## src/rtl/gpio_pkg.sv

```systemverilog
package gpio_pkg;

    localparam int GPIO_NUM_PORTS   = 4;
    localparam int GPIO_PINS        = 8;
    localparam int GPIO_ADDR_W      = 16;
    localparam int GPIO_PORT_BASE   = 'h1000;
    localparam int GPIO_PORT_STRIDE = 8;
    localparam int GPIO_EXT_BASE    = 'h1040;
    localparam int GPIO_EXT_STRIDE  = 16;

    localparam int OFS_LATCH = 0;
    localparam int OFS_DIR   = 4;
    localparam int OFS_STAT  = 0;
    localparam int OFS_IEN   = 8;

    // One select line per register inside a port.
    typedef struct packed {
        logic latch;
        logic dir;
        logic stat;
        logic ien;
    } port_sel_t;

    function automatic int reg_addr(int base, int idx, int stride, int ofs);
        return base + idx * stride + ofs;
    endfunction

endpackage

```

## src/rtl/gpio_in_sync.sv

```systemverilog
module gpio_in_sync #(
    parameter int W = 8
) (
    input  logic         clk,
    input  logic         rst,
    input  logic [W-1:0] d,
    output logic [W-1:0] q
);
    logic [W-1:0] stage1_q;
    logic [W-1:0] stage2_q;

    always_ff @(posedge clk) begin
        if (rst) begin
            stage1_q <= '0;
            stage2_q <= '0;
        end else begin
            stage1_q <= d;
            stage2_q <= stage1_q;
        end
    end

    assign q = stage2_q;
endmodule

```

## src/rtl/gpio_port_slice.sv

```systemverilog
module gpio_port_slice
    import gpio_pkg::*;
#(
    parameter int PINS = GPIO_PINS
) (
    input  logic            clk,
    input  logic            rst,
    input  port_sel_t       wr_sel,
    input  logic [PINS-1:0] wdata,
    input  logic [PINS-1:0] pad_in,
    output logic [PINS-1:0] rd_level,
    output logic [PINS-1:0] dir_q,
    output logic [PINS-1:0] stat_q,
    output logic [PINS-1:0] ien_q,
    output logic [PINS-1:0] pad_out,
    output logic            irq
);
    logic [PINS-1:0] latch_q;
    logic [PINS-1:0] synced;
    logic [PINS-1:0] prev_q;
    logic [PINS-1:0] event_v;
    logic [PINS-1:0] clr_mask;
    logic [PINS-1:0] stat_d;

    gpio_in_sync #(.W(PINS)) sync_i (
        .clk (clk),
        .rst (rst),
        .d   (pad_in),
        .q   (synced)
    );

    // Change events count only on pins configured as inputs.
    assign event_v  = (synced ^ prev_q) & ~dir_q;
    assign clr_mask = wr_sel.stat ? wdata : '0;
    // A new event outranks a same-cycle clear.
    assign stat_d   = (stat_q & ~clr_mask) | event_v;

    always_ff @(posedge clk) begin
        if (rst) begin
            latch_q <= '0;
            dir_q   <= '0;
            stat_q  <= '0;
            ien_q   <= '0;
            prev_q  <= '0;
        end else begin
            prev_q <= synced;
            stat_q <= stat_d;
            if (wr_sel.latch) latch_q <= wdata;
            if (wr_sel.dir)   dir_q   <= wdata;
            if (wr_sel.ien)   ien_q   <= wdata;
        end
    end

    assign rd_level = (latch_q & dir_q) | (synced & ~dir_q);
    assign pad_out  = latch_q & dir_q;
    assign irq      = |(stat_q & ien_q);
endmodule

```

## src/rtl/gpio_ctrl.sv

```systemverilog
module gpio_ctrl
    import gpio_pkg::*;
#(
    parameter int NUM_PORTS   = GPIO_NUM_PORTS,
    parameter int PINS        = GPIO_PINS,
    parameter int ADDR_W      = GPIO_ADDR_W,
    parameter int PORT_BASE   = GPIO_PORT_BASE,
    parameter int PORT_STRIDE = GPIO_PORT_STRIDE,
    parameter int EXT_BASE    = GPIO_EXT_BASE,
    parameter int EXT_STRIDE  = GPIO_EXT_STRIDE
) (
    input  logic                      clk,
    input  logic                      rst,
    input  logic                      bus_en,
    input  logic                      bus_we,
    input  logic [ADDR_W-1:0]         bus_addr,
    input  logic [PINS-1:0]           bus_wdata,
    output logic [PINS-1:0]           bus_rdata,
    input  logic [NUM_PORTS*PINS-1:0] pin_in,
    output logic [NUM_PORTS*PINS-1:0] pin_out,
    output logic [NUM_PORTS*PINS-1:0] pin_oe,
    output logic [NUM_PORTS-1:0]      irq
);
    localparam int TOTAL = NUM_PORTS * PINS;

    port_sel_t       hit    [NUM_PORTS];
    port_sel_t       wr_sel [NUM_PORTS];
    logic [PINS-1:0] lvl_p  [NUM_PORTS];
    logic [PINS-1:0] dir_p  [NUM_PORTS];
    logic [PINS-1:0] stat_p [NUM_PORTS];
    logic [PINS-1:0] ien_p  [NUM_PORTS];
    logic [TOTAL-1:0] stat_flat;
    logic [PINS-1:0] rd_mux;
    logic [PINS-1:0] rdata_q;
    logic            wr_go;
    logic            rd_go;

    assign wr_go = bus_en & bus_we;
    assign rd_go = bus_en & ~bus_we;

    for (genvar p = 0; p < NUM_PORTS; p++) begin : g_port
        localparam logic [ADDR_W-1:0] A_LATCH =
            ADDR_W'(reg_addr(PORT_BASE, p, PORT_STRIDE, OFS_LATCH));
        localparam logic [ADDR_W-1:0] A_DIR =
            ADDR_W'(reg_addr(PORT_BASE, p, PORT_STRIDE, OFS_DIR));
        localparam logic [ADDR_W-1:0] A_STAT =
            ADDR_W'(reg_addr(EXT_BASE, p, EXT_STRIDE, OFS_STAT));
        localparam logic [ADDR_W-1:0] A_IEN =
            ADDR_W'(reg_addr(EXT_BASE, p, EXT_STRIDE, OFS_IEN));

        assign hit[p].latch = (bus_addr == A_LATCH);
        assign hit[p].dir   = (bus_addr == A_DIR);
        assign hit[p].stat  = (bus_addr == A_STAT);
        assign hit[p].ien   = (bus_addr == A_IEN);
        assign wr_sel[p]    = hit[p] & {4{wr_go}};

        gpio_port_slice #(.PINS(PINS)) slice_i (
            .clk      (clk),
            .rst      (rst),
            .wr_sel   (wr_sel[p]),
            .wdata    (bus_wdata),
            .pad_in   (pin_in[p*PINS +: PINS]),
            .rd_level (lvl_p[p]),
            .dir_q    (dir_p[p]),
            .stat_q   (stat_p[p]),
            .ien_q    (ien_p[p]),
            .pad_out  (pin_out[p*PINS +: PINS]),
            .irq      (irq[p])
        );

        assign pin_oe[p*PINS +: PINS]    = dir_p[p];
        assign stat_flat[p*PINS +: PINS] = stat_p[p];
    end

    always_comb begin
        rd_mux = '0;
        for (int p = 0; p < NUM_PORTS; p++) begin
            if (hit[p].latch) rd_mux = rd_mux | lvl_p[p];
            if (hit[p].dir)   rd_mux = rd_mux | dir_p[p];
            if (hit[p].stat)  rd_mux = rd_mux | stat_p[p];
            if (hit[p].ien)   rd_mux = rd_mux | ien_p[p];
        end
    end

    always_ff @(posedge clk) begin
        if (rst)        rdata_q <= '0;
        else if (rd_go) rdata_q <= rd_mux;
    end

    assign bus_rdata = rdata_q;
endmodule

```

## config.mk

```make
export PLATFORM = sky130hd
export DESIGN_NAME = gpio_ctrl
export DESIGN_NICKNAME = d
export VERILOG_FILES = /design/src/rtl/gpio_pkg.sv /design/src/rtl/gpio_in_sync.sv /design/src/rtl/gpio_port_slice.sv /design/src/rtl/gpio_ctrl.sv
export SDC_FILE = /design/constraint.sdc
export NUM_CORES = 1
export LEC_CHECK = 0
export ABC_AREA = 1
export ABC_CLOCK_PERIOD_IN_PS = 1900
export CAP_MARGIN = 20
export CORE_ASPECT_RATIO = 1.75
export CORE_MARGIN = 5
export CORE_UTILIZATION = 63
export CTS_CLUSTER_SIZE = 14
export DETAILED_ROUTE_END_ITERATION = 16
export DONT_BUFFER_PORTS = 1
export GPL_TIMING_DRIVEN = 0
export MAX_ROUTING_LAYER = met4
export PLACE_DENSITY = 0.79
export SYNTH_ARGS = -nofsm -noshare
export SYNTH_HDL_FRONTEND = slang
export SYNTH_SLANG_ARGS = --single-unit
```

## constraint.sdc

```tcl
create_clock -name clk -period 1.9 [get_ports clk]
set_input_delay 0.38 -clock clk [delete_from_list [all_inputs] [get_ports clk]]
set_output_delay 0.38 -clock clk [all_outputs]
set_load 0.02 [all_outputs]
```

==> flow_metrics.tcl <==
set metrics [dict create \
    status "finished, violations left" \
    violations "negative setup slack" \
    grt_max_degree 15 \
    vias 10700 \
    crit_path_start "g_port[0].slice_i.stat_q[6]" \
    fin_nets 1485 \
    synth_warnings 0 \
    synth.area.top_cells "dfxtp_1, nor2_1, inv_1" \
    fin_tns_setup_ns -0.142 \
    critPathMaxFanout 3 \
    drt_iter0_drc 1435 \
    cp-end-kind "primary output" \
    maxSlewHeadroom 0.376 \
    grt_usage 0.473 \
    crit_chain "a22o_1 -> a221oi_2 -> nand2_1 -> buf_6" \
    layout_min_cycle_time_ns 1.96 \
    synth.avg_cell_area_um2 7.51 \
    die_w_um 106 \
    register_area_um2 4690 \
    place.gp.congestion 1.04 \
    numCtsBuffers 22 \
    clk_pin_slew_worst_paths_ns 0.06 \
    cp_slowest_stage_delay_ns 0.36 \
    synth_top_area_share 0.453 \
    startpoint_type "flop" \
    crit_slowest_cell "dfxtp_4" \
    cts.sinks 232 \
    wl_per_cell_um 27.3 \
    finalCritPeriodShare 1.03 \
    cp.required_ns 1.52 \
    timing.final.ws_setup_ns -0.0575 \
    start_util 0.643 \
    synth_seq_area_share 0.453 \
    rsz0062_at_grt "yes" \
    synth_compound_area_frac 0.189 \
    setup_violations 3 \
    synthArstFlopShare 0 \
    drc 0 \
    clk_path_buf_depth 3 \
    tightest_slew_ns 0.936 \
    cts_tree "built" \
    area_delta_synth_final_pct 13.9 \
    row_count 61 \
    cts_root_buffer "clkbuf_16" \
    grt_pass1_wl_um 64700 \
    antenna_found_initial 0 \
    coreArea_um2 16000 \
    routed_wl_um 44400 \
    peakVddDrop_v 0.000783 \
    htreeDepth 1 \
    first_pass_iters 7 \
    synth_fp_nets 1426 \
    syn_area_um2 10300 \
    die_h_um 179 \
    overflow 0 \
    min_from "pin_in[21]" \
    clock_latency_ns 0.53 \
    maxCapViolations 0 \
    hold_class "in2reg" \
    synth_area_leader_cell "dfxtp_1" \
    synth_seq_cells 232 \
    grt_pass1_vias 10700 \
    synthXorXnorAreaFrac 0 \
    post-place-ws_ns -0.316 \
    yosysUniqueCellTypes 26 \
    synth-edff-count 0 \
    fmax_mhz 511 \
    synthAdderAreaFrac 0 \
    synth_ff_type "dfxtp_1" \
    vias_per_cell 6.62 \
    arrival_ns 1.58 \
    power_density_nw_per_um2 898 \
    drive_gt1_frac 0.127 \
    drtAntennaViolNets 0 \
    leakagePower_nw 5.12 \
    synthMuxAreaShare 0 \
    finalMaxSlewViolations 0 \
    crit_type "reg2out" \
    finalHoldViolCount 0 \
    fin_skew_ns 0.0243 \
    ioPinCount 136 \
    synthCells 1366 \
    yosysMostFrequentCell "dfxtp_1" \
    antenna_cells 0 \
    port_buffers 0 \
    n_fill_cell 1092 \
    dieArea_um2 19000 \
    synth_commonest_cells "dfxtp_1, nor2_1, inv_1" \
    synth_simple_gate_area_frac 0.235 \
    dpl.hpwl_um 30400 \
    reg2reg_from "g_port[0].slice_i.dir_q[5]" \
    multiInputGateArea_um2 4410 \
    synth_top_family_by_area "simple AND/OR/NAND/NOR gates" \
]
==> placed cells by master (no fill, tap or decap), drive strengths merged <==
cell type and instances:
inv 220, o21ai 144, a221oi 8, a22o 6, nor2 237, dfxtp 232, clkbuf 53, buf 53
nand3 58, nand2 132, clkinv 6, clkinvlp 1, dlygate4sd3 30, a211oi 56, nand4 90, bufinv 4
a21oi 104
==> per-layer routing <==
metal | routed length [um] | GRT usage | vias up | share of wire
li1 | - | - | 4604 | -
met1 | 13600 | 0.470 | 4894 | 0.31
met2 | 20700 | 0.776 | 882 | 0.47
met3 | 4600 | 0.112 | 367 | 0.10
met4 | 5400 | 0.406 | 0 | 0.12
met5 | 0 | - | - | 0
==> stage by stage <==
stage / std cells / hold WS [ns] / util / power (mW) / area (um2)
final: 1623 / 0.00569 / 0.733 / 10.5 / 11700
after detailed placement: 1555 / 0.392 / 0.658 / 5.76 / 10500
after floorplan: 1366 / 0.388 / - / 5.51 / 10300
after CTS: 1619 / 0.00223 / 0.728 / 10.3 / 11600
after global routing: 1623 / 0.00765 / 0.733 / 10.7 / 11700
after global placement: 1555 / 0.389 / 0.658 / 5.73 / 10500
==> what timing repair did <==
action,4_1_cts,5_1_grt
setup buffers,2,3
setup endpoints to repair,9,22
gates resized for setup,23,28
hold buffers,29,1
pin swaps,1,4
hold endpoints to repair,29,1
==> final cells by class <==
| class | count | area share |
|---|---|---|
| buffer | 77 | 0.0375 |
| sequential | 232 | 0.402 |
| clock inverter | 9 | 0.0136 |
| inverter | 222 | 0.0713 |
| tap | 189 | 0.0202 |
| timing repair buffer | 35 | 0.0289 |
| clock buffer | 24 | 0.0495 |
| multi-input combinational | 835 | 0.377 |
==> flip-flops by register name (all words and copies together), names as in the netlist <==
name	cells
bus_rdata	8
g_port.slice_i.latch_q	32
g_port.slice_i.stat_q	32
g_port.slice_i.sync_i.stage1_q	32
g_port.slice_i.dir_q	32
g_port.slice_i.prev_q	32
g_port.slice_i.sync_i.q	32
g_port.slice_i.ien_q	32
==> power by group <==
group	total [mW]	internal (mW)	switching, mW
Combinational	0.646	0.170	0.476
Sequential	5.15	5.00	0.146
Clock	4.69	2.72	1.97
Total	10.5	7.89	2.59
==> critical path: cells and delay by family, from the launching register on <==
family,cells,cell delay (ns)
compound gates,2,0.40
buf+inv,1,0.15
flops,1,0.36
simple gates,1,0.13
==> path summary, 6_finish.rpt <==
path              slack [ns]  depth (start not counted)                              endpoint
setup / recovery       -0.06                          4                                irq[0]
setup reg to reg        0.02                          8                          bus_rdata[5]
hold reg to reg         0.41                          2         g_port[1].slice_i.sync_i.q[4]
hold / removal         0.006                          2  g_port[2].slice_i.sync_i.stage1_q[5]
==> logic make-up after synthesis <==
family                 after synthesis
DFF                                232
and+or+nand+nor                    517
buffers and inverters              299
AOI/OAI and AO/OA                  318
No activity file was read; power rests on OpenSTA's default activity.
